$ cat config.mk
export PLATFORM = sky130hd
export DESIGN_NAME = vbe_vga_regs
export DESIGN_NICKNAME = d
export VERILOG_FILES = /design/src/rtl/vbe_ovr_pkg.sv /design/src/rtl/vbe_lreg_bank.sv /design/src/rtl/vbe_ovr_engine.sv /design/src/rtl/vbe_xreg_file.sv /design/src/rtl/vbe_vga_regs.sv
export SDC_FILE = /design/constraint.sdc
export NUM_CORES = 1
export LEC_CHECK = 0
export CELL_PAD_IN_SITES_DETAIL_PLACEMENT = 1
export CELL_PAD_IN_SITES_GLOBAL_PLACEMENT = 1
export CORE_UTILIZATION = 52
export DETAILED_ROUTE_END_ITERATION = 10
export PLACE_DENSITY = 0.93
export SLEW_MARGIN = 25
export SYNTH_ARGS = -nofsm -noshare
export SYNTH_HDL_FRONTEND = slang
export SYNTH_SLANG_ARGS = --single-unit
export TNS_END_PERCENT = 100
$ cat constraint.sdc
create_clock -name clk -period 4.7 [get_ports clk]
set_clock_uncertainty 0.05 [all_clocks]
set_input_delay 0.47 -clock clk [delete_from_list [all_inputs] [get_ports clk]]
set_output_delay 0.47 -clock clk [all_outputs]
set_load 0.01 [all_outputs]
$ cat src/rtl/vbe_ovr_pkg.sv
package vbe_ovr_pkg;

    localparam int REG_W = 8;
    localparam int EXT_W = 16;

    typedef enum logic [1:0] {
        FILE_SEQ  = 2'd0,
        FILE_GFX  = 2'd1,
        FILE_CRT  = 2'd2,
        FILE_NONE = 2'd3
    } lfile_e;

    typedef enum logic [2:0] {
        EX_MODE  = 3'd0,
        EX_XRES  = 3'd1,
        EX_YRES  = 3'd2,
        EX_DEPTH = 3'd3,
        EX_PITCH = 3'd4
    } xidx_e;

    typedef struct packed {
        logic             on;
        logic [EXT_W-1:0] xres;
        logic [EXT_W-1:0] yres;
        logic [EXT_W-1:0] depth;
        logic [EXT_W-1:0] pitch;
    } xregs_t;

    // legacy register indices touched by the override
    localparam int SEQ_CLK   = 1;
    localparam int SEQ_PLANE = 2;
    localparam int SEQ_MEM   = 4;
    localparam int GFX_MODE  = 5;
    localparam int GFX_MISC  = 6;
    localparam int CRT_HDISP = 1;
    localparam int CRT_OVF   = 7;
    localparam int CRT_SCAN  = 9;
    localparam int CRT_LOCK  = 17;
    localparam int CRT_VEND  = 18;
    localparam int CRT_PITCH = 19;
    localparam int CRT_MODE  = 23;
    localparam int CRT_LCMP  = 24;
    localparam int CRT_LOCKED_TOP = 7;

    function automatic logic [REG_W-1:0] seq_mask(input logic [7:0] idx);
        case (idx)
            8'd0:    return 8'h03;
            8'd1:    return 8'h3D;
            8'd2:    return 8'h0F;
            8'd3:    return 8'h3F;
            8'd4:    return 8'h0E;
            default: return 8'h00;
        endcase
    endfunction

    function automatic logic [REG_W-1:0] gfx_mask(input logic [7:0] idx);
        case (idx)
            8'd0, 8'd1, 8'd2, 8'd6, 8'd7: return 8'h0F;
            8'd3:    return 8'h1F;
            8'd4:    return 8'h03;
            8'd5:    return 8'h7B;
            8'd8:    return 8'hFF;
            default: return 8'h00;
        endcase
    endfunction

    function automatic logic [REG_W-1:0] crt_mask(input logic [7:0] idx);
        return (idx <= 8'd24) ? 8'hFF : 8'h00;
    endfunction

endpackage

$ cat src/rtl/vbe_lreg_bank.sv
module vbe_lreg_bank
    import vbe_ovr_pkg::*;
#(
    parameter int N = 8,
    localparam int IW = $clog2(N)
) (
    input  logic                      clk,
    input  logic                      rst,
    input  logic                      apply,
    input  logic [N-1:0][REG_W-1:0]   ovr,
    input  logic                      we,
    input  logic [IW-1:0]             idx,
    input  logic [REG_W-1:0]          wdata,
    input  logic [REG_W-1:0]          wmask,
    output logic [N-1:0][REG_W-1:0]   q,
    output logic [N-1:0][REG_W-1:0]   view
);

    // the value each entry holds once a pending override has been applied
    assign view = apply ? ovr : q;

    for (genvar i = 0; i < N; i++) begin : g_ent
        logic [REG_W-1:0] r;
        always_ff @(posedge clk) begin
            if (rst) begin
                r <= '0;
            end else if (we && idx == IW'(i)) begin
                r <= (view[i] & ~wmask) | (wdata & wmask);
            end else begin
                r <= view[i];
            end
        end
        assign q[i] = r;
    end

endmodule

$ cat src/rtl/vbe_ovr_engine.sv
module vbe_ovr_engine
    import vbe_ovr_pkg::*;
#(
    parameter int SN = 8,
    parameter int GN = 16,
    parameter int CN = 32
) (
    input  logic [SN-1:0][REG_W-1:0] sr_i,
    input  logic [GN-1:0][REG_W-1:0] gr_i,
    input  logic [CN-1:0][REG_W-1:0] cr_i,
    input  logic [EXT_W-1:0]         xres,
    input  logic [EXT_W-1:0]         yres,
    input  logic [EXT_W-1:0]         depth,
    input  logic [EXT_W-1:0]         pitch,
    output logic [SN-1:0][REG_W-1:0] sr_o,
    output logic [GN-1:0][REG_W-1:0] gr_o,
    output logic [CN-1:0][REG_W-1:0] cr_o
);

    logic [9:0]       hlast;
    logic [1:0]       shift;
    logic [REG_W-1:0] ovf;

    always_comb begin
        sr_o  = sr_i;
        gr_o  = gr_i;
        cr_o  = cr_i;
        hlast = 10'(yres - 16'd1);

        // graphics, memory window, no CGA addressing
        gr_o[GFX_MISC] = (gr_i[GFX_MISC] & 8'hF3) | 8'h05;
        cr_o[CRT_MODE] = cr_i[CRT_MODE] | 8'h03;

        // geometry
        cr_o[CRT_PITCH] = 8'(pitch >> 3);
        cr_o[CRT_HDISP] = 8'((xres >> 3) - 16'd1);
        cr_o[CRT_VEND]  = hlast[7:0];

        ovf    = cr_i[CRT_OVF] & 8'hBD;
        ovf[1] = hlast[8];
        ovf[6] = hlast[9];
        ovf[4] = 1'b1;
        cr_o[CRT_OVF] = ovf;

        // split-screen line pushed to the last line, double scan off
        cr_o[CRT_LCMP] = 8'hFF;
        cr_o[CRT_SCAN] = (cr_i[CRT_SCAN] | 8'h40) & 8'h60;

        if (depth == 16'd4) begin
            shift = 2'd0;
            sr_o[SEQ_CLK][3] = 1'b0;
        end else begin
            shift = 2'd2;
            sr_o[SEQ_MEM][3]      = 1'b1;
            sr_o[SEQ_PLANE][3:0]  = 4'hF;
        end
        gr_o[GFX_MODE][6:5] = shift;
    end

endmodule

$ cat src/rtl/vbe_xreg_file.sv
module vbe_xreg_file
    import vbe_ovr_pkg::*;
(
    input  logic             clk,
    input  logic             rst,
    input  logic             we,
    input  logic             re,
    input  logic [2:0]       idx,
    input  logic [EXT_W-1:0] wdata,
    output logic [EXT_W-1:0] rdata,
    output xregs_t           x,
    output logic             trig
);

    assign trig = we && (idx <= EX_PITCH);

    always_ff @(posedge clk) begin
        if (rst) begin
            x <= '0;
        end else if (we) begin
            case (xidx_e'(idx))
                EX_MODE:  x.on    <= wdata[0];
                EX_XRES:  x.xres  <= wdata;
                EX_YRES:  x.yres  <= wdata;
                EX_DEPTH: x.depth <= wdata;
                EX_PITCH: x.pitch <= wdata;
                default:  ;
            endcase
        end
    end

    always_ff @(posedge clk) begin
        if (rst) begin
            rdata <= '0;
        end else if (re) begin
            case (xidx_e'(idx))
                EX_MODE:  rdata <= {{(EXT_W-1){1'b0}}, x.on};
                EX_XRES:  rdata <= x.xres;
                EX_YRES:  rdata <= x.yres;
                EX_DEPTH: rdata <= x.depth;
                EX_PITCH: rdata <= x.pitch;
                default:  rdata <= '0;
            endcase
        end
    end

endmodule

$ cat src/rtl/vbe_vga_regs.sv
module vbe_vga_regs
    import vbe_ovr_pkg::*;
#(
    parameter int SN = 8,
    parameter int GN = 16,
    parameter int CN = 32
) (
    input  logic             clk,
    input  logic             rst,
    input  logic             lg_we,
    input  logic             lg_re,
    input  logic [1:0]       lg_file,
    input  logic [7:0]       lg_idx,
    input  logic [7:0]       lg_wdata,
    output logic [7:0]       lg_rdata,
    input  logic             ex_we,
    input  logic             ex_re,
    input  logic [2:0]       ex_idx,
    input  logic [15:0]      ex_wdata,
    output logic [15:0]      ex_rdata
);

    localparam int SIW = $clog2(SN);
    localparam int GIW = $clog2(GN);
    localparam int CIW = $clog2(CN);
    localparam logic [7:0] SN8 = 8'(SN);
    localparam logic [7:0] GN8 = 8'(GN);
    localparam logic [7:0] CN8 = 8'(CN);

    xregs_t ext_x;
    logic   ex_trig;
    logic   ovr_pend;
    logic   apply;

    logic [SN-1:0][REG_W-1:0] sr_q, sr_view, sr_ovr;
    logic [GN-1:0][REG_W-1:0] gr_q, gr_view, gr_ovr;
    logic [CN-1:0][REG_W-1:0] cr_q, cr_view, cr_ovr;

    logic sr_hit, gr_hit, cr_hit, cr_lockout;
    logic [REG_W-1:0] cr_wmask;

    // --- address decode ---
    assign sr_hit = (lfile_e'(lg_file) == FILE_SEQ) && (lg_idx < SN8);
    assign gr_hit = (lfile_e'(lg_file) == FILE_GFX) && (lg_idx < GN8);
    assign cr_hit = (lfile_e'(lg_file) == FILE_CRT) && (lg_idx < CN8);

    // --- CRT write protection ---
    always_comb begin
        cr_lockout = 1'b0;
        cr_wmask   = crt_mask(lg_idx);
        if (cr_view[CRT_LOCK][7] && lg_idx <= 8'(CRT_LOCKED_TOP)) begin
            if (lg_idx == 8'(CRT_LOCKED_TOP)) begin
                cr_wmask = cr_wmask & 8'h10;
            end else begin
                cr_wmask   = 8'h00;
                cr_lockout = 1'b1;
            end
        end
    end

    // --- override sequencing ---
    assign apply = ovr_pend && ext_x.on;

    always_ff @(posedge clk) begin
        if (rst) begin
            ovr_pend <= 1'b0;
        end else begin
            ovr_pend <= (lg_we && (sr_hit || gr_hit || (cr_hit && !cr_lockout)))
                        || ex_trig;
        end
    end

    vbe_xreg_file u_xregs (
        .clk   (clk),
        .rst   (rst),
        .we    (ex_we),
        .re    (ex_re),
        .idx   (ex_idx),
        .wdata (ex_wdata),
        .rdata (ex_rdata),
        .x     (ext_x),
        .trig  (ex_trig)
    );

    vbe_ovr_engine #(.SN(SN), .GN(GN), .CN(CN)) u_engine (
        .sr_i  (sr_q),
        .gr_i  (gr_q),
        .cr_i  (cr_q),
        .xres  (ext_x.xres),
        .yres  (ext_x.yres),
        .depth (ext_x.depth),
        .pitch (ext_x.pitch),
        .sr_o  (sr_ovr),
        .gr_o  (gr_ovr),
        .cr_o  (cr_ovr)
    );

    vbe_lreg_bank #(.N(SN)) u_seq (
        .clk   (clk),
        .rst   (rst),
        .apply (apply),
        .ovr   (sr_ovr),
        .we    (lg_we && sr_hit),
        .idx   (lg_idx[SIW-1:0]),
        .wdata (lg_wdata),
        .wmask (seq_mask(lg_idx)),
        .q     (sr_q),
        .view  (sr_view)
    );

    vbe_lreg_bank #(.N(GN)) u_gfx (
        .clk   (clk),
        .rst   (rst),
        .apply (apply),
        .ovr   (gr_ovr),
        .we    (lg_we && gr_hit),
        .idx   (lg_idx[GIW-1:0]),
        .wdata (lg_wdata),
        .wmask (gfx_mask(lg_idx)),
        .q     (gr_q),
        .view  (gr_view)
    );

    vbe_lreg_bank #(.N(CN)) u_crt (
        .clk   (clk),
        .rst   (rst),
        .apply (apply),
        .ovr   (cr_ovr),
        .we    (lg_we && cr_hit),
        .idx   (lg_idx[CIW-1:0]),
        .wdata (lg_wdata),
        .wmask (cr_wmask),
        .q     (cr_q),
        .view  (cr_view)
    );

    // --- registered legacy read, returns post-override values ---
    always_ff @(posedge clk) begin
        if (rst) begin
            lg_rdata <= '0;
        end else if (lg_re) begin
            if (sr_hit)      lg_rdata <= sr_view[lg_idx[SIW-1:0]];
            else if (gr_hit) lg_rdata <= gr_view[lg_idx[GIW-1:0]];
            else if (cr_hit) lg_rdata <= cr_view[lg_idx[CIW-1:0]];
            else             lg_rdata <= '0;
        end
    end

endmodule

==> flow_metrics.tcl, run 1 <==
set metrics [dict create \
    postRouteAntennaNets 0 \
    fin_nets 2452 \
    drcViolationCount 0 \
    reg2reg_from "ovr_pend" \
    die_w_um 209.4 \
    slowest_delay_ps 550 \
    postSynthCellCount 2432 \
    worst_slew_pin_slew_ps 1133 \
    r2r_end "lg_rdata[6]" \
    num_vias 19897 \
    synth.distinct_cells 70 \
    drtIter0Drc 2701 \
    p_sw_mw 2.297 \
    leakage_nw 9.149 \
    hold_viol_final 0 \
    power_frac_seq_pct 48.0 \
    synth_top_area_share_pct 46.71 \
    cp-end-kind "register" \
    syn_nets 2477 \
    clkTransAtPathRegs_ps 60 \
    path_max_fanout 20 \
    totalWireLength_um 82810 \
    synth_area_leaders "dfxtp_1 47%, mux2i_1 8.5%, mux4_2 6.9%" \
    antenna_found_initial 2 \
    grt-ovfl-total 0 \
    globalRouteMet3Util_pct 9.412 \
    syn2layout_area_growth_pct 12.12 \
    arrival_ps 3780 \
    cts-root-buf "clkbuf_16" \
    tns_ps 0 \
    initial_core_util_pct 52.98 \
    die_h_um 209.4 \
    post_cts_buffers 0 \
    r2r_cells 7 \
    ys.flop_type "dfxtp_1" \
    hpwl_um 52260 \
    htreeDepth 2 \
    required_ps 5120 \
    cpMostUsedCell "mux4_2" \
    min_period_ps 3363 \
    internal-power_mw 7.023 \
    pwr-share-comb_pct 6.6 \
    grt_max_degree 169 \
    fmax_mhz 297.4 \
    coreArea_um2 42230 \
    cp_cell_sequence "nand2_1 -> buf_4 -> nand2b_1 -> mux4_2 -> mux4_2 -> o2111ai_1 -> a31oi_1" \
    gp_congestion 0.9832 \
    ys_seq_area_share_pct 46.71 \
    setup_viol 0 \
    grt_setup_unrepaired "no" \
    ys.warnings.count 0 \
    synth.avg_cell_area_um2 9.200 \
    p_per_area_nw_per_um2 371.5 \
    syn_area_um2 22370 \
    ir_worst_vdd_mv 0.3452 \
    synth_top_cell_by_area "dfxtp_1" \
    via_per_inst 6.668 \
    io_pins 67 \
    busiest_layer "met2" \
    hold_start "rst" \
    drv_cap 0 \
    dr.pass1.iters 6 \
    synth-async-reset-ratio_pct 0 \
    rows 75 \
    ctsResizeCount 0 \
    portBuffers 66 \
    cp_top_family "multiplexers" \
    yosys-top-cells-count "522 x dfxtp_1, 299 x nand2_1, 251 x nor2_1" \
    wl_per_cell_um 27.75 \
    rrSetupSlack_ps 1340 \
    fin_crit_sh_pct 71.55 \
    hold_buffers 0 \
    synth_edf_count 0 \
    layout-drive-gt1-share_pct 10.93 \
    power_frac_clock_pct 45.4 \
    grt_pass1_vias 20975 \
    hold-path-cell-count 2 \
    drv_slew 0 \
    grtUsageMet1_pct 45.82 \
    cts_tree "built" \
    met2_usage_pct 59.68 \
    synth_most_common_cell "dfxtp_1" \
    outcome "finished clean" \
    cts_sinks 522 \
    clock_latency_ps 630 \
    power.share.switching_pct 24.65 \
    worst_slew_margin_rel_pct 24.20 \
    crit_buf_inv 1 \
    grt_util_all_layers_pct 37.63 \
    numCtsBuffers 53 \
    critPathKind "reg -> reg" \
    die_area_um2 43860 \
    grt_pass1_wl_um 126500 \
    hold_end "u_crt.g_ent[9].r[5]" \
    total_power_mw 9.320 \
    crit_slowest_cell "nand2_1" \
    hold_path.class "in -> reg" \
    ys_seq_elements 522 \
    worst_setup_path_start_kind "register" \
    clk_path_buf_depth 3 \
    fillers 4704 \
]
-- layout make-up --
| class | count | area (um2) | area share [%] |
|---|---|---|---|
| Sequential cell | 522 | 10450 | 41.66 |
| Tap cell | 539 | 674.4 | 2.688 |
| Multi-Input combinational cell | 1686 | 11050 | 44.05 |
| Antenna cell | 2 | 5.005 | 0.01995 |
| Clock buffer | 82 | 1607 | 6.404 |
| Clock inverter | 9 | 100.1 | 0.3990 |
| Timing Repair Buffer | 129 | 1142 | 4.554 |
| Inverter | 15 | 56.30 | 0.2244 |
-- power by group through the flow --
| stage | clock network (mW) | registers (mW) | logic, mW |
|---|---|---|---|
| global placement | 0 | 4.57 | 0.565 |
| detailed placement | 0 | 4.57 | 0.581 |
| finish | 4.23 | 4.47 | 0.616 |
| global route | 4.42 | 4.47 | 0.630 |
| floorplan | 0 | 4.56 | 0.343 |
| CTS | 4.26 | 4.47 | 0.592 |
-- logic make-up (layout without fill, tap and decap cells) --
family / after synthesis / after routing / synth area share (%)
AOI/OAI and AO/OA: 452 / 452 / 12.19
xor gates and xnor gates: 8 / 8 / 0.3132
adders and majority gates: 2 / 2 / 0.1118
buffers and inverters: 224 / 235 / 3.954
DFF: 522 / 522 / 46.71
muxes: 283 / 283 / 16.65
other: 0 / 2 / 0
and+or+nand+nor: 941 / 941 / 20.08
-- worst max path at each step --
stage                          from     endpoint  slack [ps]  depth (start not counted)
after floorplan           lg_idx[4]     register        2190                          8
after global placement    lg_idx[4]     register        1290                          8
after detailed placement  lg_idx[4]     register        1140                          8
after CTS                  ovr_pend  lg_rdata[5]        1440                          6
after global routing       ovr_pend  lg_rdata[6]        1350                          7
final                      ovr_pend  lg_rdata[6]        1340                          7
-- routing by layer --
| metal | vias up | part of all wire [%] |
|---|---|---|
| met5 | - | 0 |
| met3 | 397 | 9.9 |
| met4 | 0 | 6.7 |
| met2 | 1211 | 46 |
| met1 | 9872 | 38 |
| li1 | 8417 | - |
-- per-stage QoR --
step	util [%]	instances	setup WS, ps	area [um2]	hold WS (ps)
6_report	59.41	2984	1337	25090	291.3
5_1_grt	59.40	2983	1346	25080	365.7
4_1_cts	59.42	2982	1437	25090	347.5
3_5_place_dp	55.37	2891	1144	23380	388.0
3_3_place_gp	55.37	2891	1285	23380	373.1
2_1_floorplan	-	2432	2190	22370	365.7
-- placed cells by master, fill, tap and decap left out, drive strengths merged, types with 10 or more instances in the layout --
master and count:
a22oi 18, inv 16, mux4 69, a21oi 217
o21ai 68, nand2b 17, nand3 89, mux2i 191
and2 11, o211ai 10, o22ai 18, dfxtp 522
nor2b 184, buf 70, nand2 300, a31oi 13
clkbuf 82, nand4 10, mux2 23, clkdlybuf4s50 59
nor2 255, nor3 24, a211oi 44
Power figures use the tool's default switching activity.
==> run 2, diff against run 1 <==
- CORE_UTILIZATION: 52 -> 43
- PLACE_DENSITY: 0.93 -> 0.83
- clock period: 4.7 -> 3 ns (I/O delays scaled with it)
==> run 2 against run 1 <==
Clock-buffer cell count up 6. Sequential share of layout area fell by 1.6 points. Global-route usage shrank 8.0 points. Non-clock buffer count increased by 68. Sequential power rose by 57%. First-iteration DRC count is 31% lower. Critical path depth is 1 lower. Hold slack improved by 9.1 ps. Fmax rose by 24%. Routed wire length decreased by 4.4%. Worst setup slack worse by 1100 ps. Critical path type unchanged. Highest routed layer unchanged.
==> flow_metrics.tcl, run 2 (synthesis results as in run 1) <==
set metrics [dict create \
    setup_viol 0 \
    rrSetupSlack_ps 280 \
    clock_latency_ps 640 \
    grt_pass1_vias 20104 \
    layout-drive-gt1-share_pct 13.61 \
    r2r_end "lg_rdata[2]" \
    min_period_ps 2718 \
    cp_cell_sequence "nand2_1 -> a41oi_1 -> o21ai_0 -> a41oi_1 -> o211ai_1 -> a31oi_1" \
    utilization_pct 50.71 \
    gp_congestion 0.9570 \
    postRouteAntennaNets 0 \
    portBuffers 66 \
    final_cell_mix "522 x dfxtp_1, 299 x nand2_1, 251 x nor2_1" \
    slowest_delay_ps 850 \
    path_max_fanout 8 \
    multi_input_area_um2 11050 \
    worst_slew_pin_slew_ps 1050 \
    worst_setup_path_start_kind "register" \
    crit_slowest_cell "a41oi_1" \
    reg2reg_from "u_xregs.x[64]" \
    drcViolationCount 0 \
    final_common_cell "dfxtp_1" \
    r2r_cells 6 \
    hpwl_um 53130 \
    coreArea_um2 51410 \
    antenna_found_initial 1 \
    hold_path.class "in -> reg" \
    post_cts_buffers 0 \
    ir_worst_vdd_mv 0.4488 \
    total_power_mw 15.23 \
    grt_setup_unrepaired "no" \
    cp-end-kind "register" \
    drv_cap 0 \
    cp-startpoint "u_xregs.x[64]" \
    crit_path_end "lg_rdata[2]" \
    drv_slew 0 \
    die_area_um2 52950 \
    num_vias 19195 \
    cts_sinks 522 \
    fmax_mhz 367.9 \
    cpMostUsedCell "a41oi_1" \
    io_pins 67 \
    ctsResizeCount 0 \
    via_per_inst 5.995 \
    clk_path_buf_depth 3 \
    grt_pass1_wl_um 121400 \
    fillers 5760 \
    dr.pass1.iters 7 \
    wl_per_cell_um 24.72 \
    worst_slew_margin_rel_pct 29.07 \
    drtIter0Drc 1862 \
    clkTransAtPathRegs_ps 60 \
    leakage_nw 9.615 \
    fin_crit_sh_pct 90.61 \
    critPathKind "reg -> reg" \
    p_per_area_nw_per_um2 584.1 \
    initial_core_util_pct 43.52 \
    cts-root-buf "clkbuf_16" \
    grt_util_all_layers_pct 29.63 \
    fin_nets 2523 \
    hold_buffers 1 \
    required_ps 3510 \
    hold_viol_final 0 \
    die_w_um 230.1 \
    rows 83 \
    totalWireLength_um 79170 \
    syn2layout_area_growth_pct 16.51 \
    arrival_ps 3230 \
    tns_ps 0 \
    grt-ovfl-total 0 \
    die_h_um 230.1 \
    htreeDepth 2 \
    cts_tree "built" \
    numCtsBuffers 56 \
    register_area_um2 10450 \
    grt_max_degree 194 \
    outcome "finished clean" \
]
[run 2: cell count changes in the layout (fill, tap and decap cells not counted), sizes merged]
cell | previous run | this run
inv | 16 | 15
clkbuf | 82 | 88
bufinv | 1 | 3
buf | 70 | 135
clkinv | 7 | 10
dlygate4sd3 | 0 | 1
diode | 2 | 1
clkdlybuf4s50 | 59 | 61
[run 2: critical path: cells and delay by family (launching register included)]
family	cells	cell delay [ps]
compound gates	5	1790
simple gates	1	240
flops	1	570
[run 2: worst min-delay path by stage]
| stage | from | end | slack, ps | depth (start not counted) |
|---|---|---|---|---|
| 6_report | ex_wdata[6] | u_xregs.x[22] | 300 | 3 |
| 5_1_grt | ex_wdata[6] | u_xregs.x[54] | 330 | 3 |
| 2_1_floorplan | register | register | 370 | 2 |
| 3_5_place_dp | register | register | 390 | 2 |
| 3_3_place_gp | register | register | 380 | 2 |
| 4_1_cts | ex_wdata[6] | u_xregs.x[54] | 280 | 3 |
[run 2: metrics by stage]
stage | instances | setup slack [ps] | hold slack [ps] | instance area (um2)
detailed placement | 3099 | 75.56 | 389.1 | 24130
global placement | 3099 | 179.9 | 375.0 | 24130
CTS | 3201 | 347.4 | 285.0 | 26070
floorplan | 2432 | 659.7 | 365.7 | 22370
finish | 3202 | 281.7 | 300.4 | 26070
global route | 3201 | 176.2 | 325.8 | 26070
[run 2: power by group]
part / leakage, nW / switching (mW) / internal [mW] / total [mW]
Combinational: 4.45 / 0.693 / 0.323 / 1.02
Sequential: 4.21 / 0.0350 / 6.97 / 7.00
Clock: 0.951 / 2.98 / 4.23 / 7.21
Total: 9.61 / 3.70 / 11.5 / 15.2
[run 2: area by class of cell]
cell class | count | share of cell area [%]
inverters | 15 | 0.2160
clock inverters | 13 | 0.6959
multi-input cells | 1686 | 42.37
repair buffers | 197 | 6.676
flip-flops and latches | 522 | 40.09
well taps | 680 | 3.264
clock buffers | 88 | 6.681
diodes | 1 | 0.009599
[run 2: metal layers]
layer / vias to the layer above / track usage (%) / part of all wire, %
met1: 9705 / 38.11 / 41
met5: - / 0 / 0
met2: 766 / 49.23 / 47
met3: 186 / 5.655 / 7.7
met4: 0 / 10.93 / 3.6
li1: 8538 / - / -
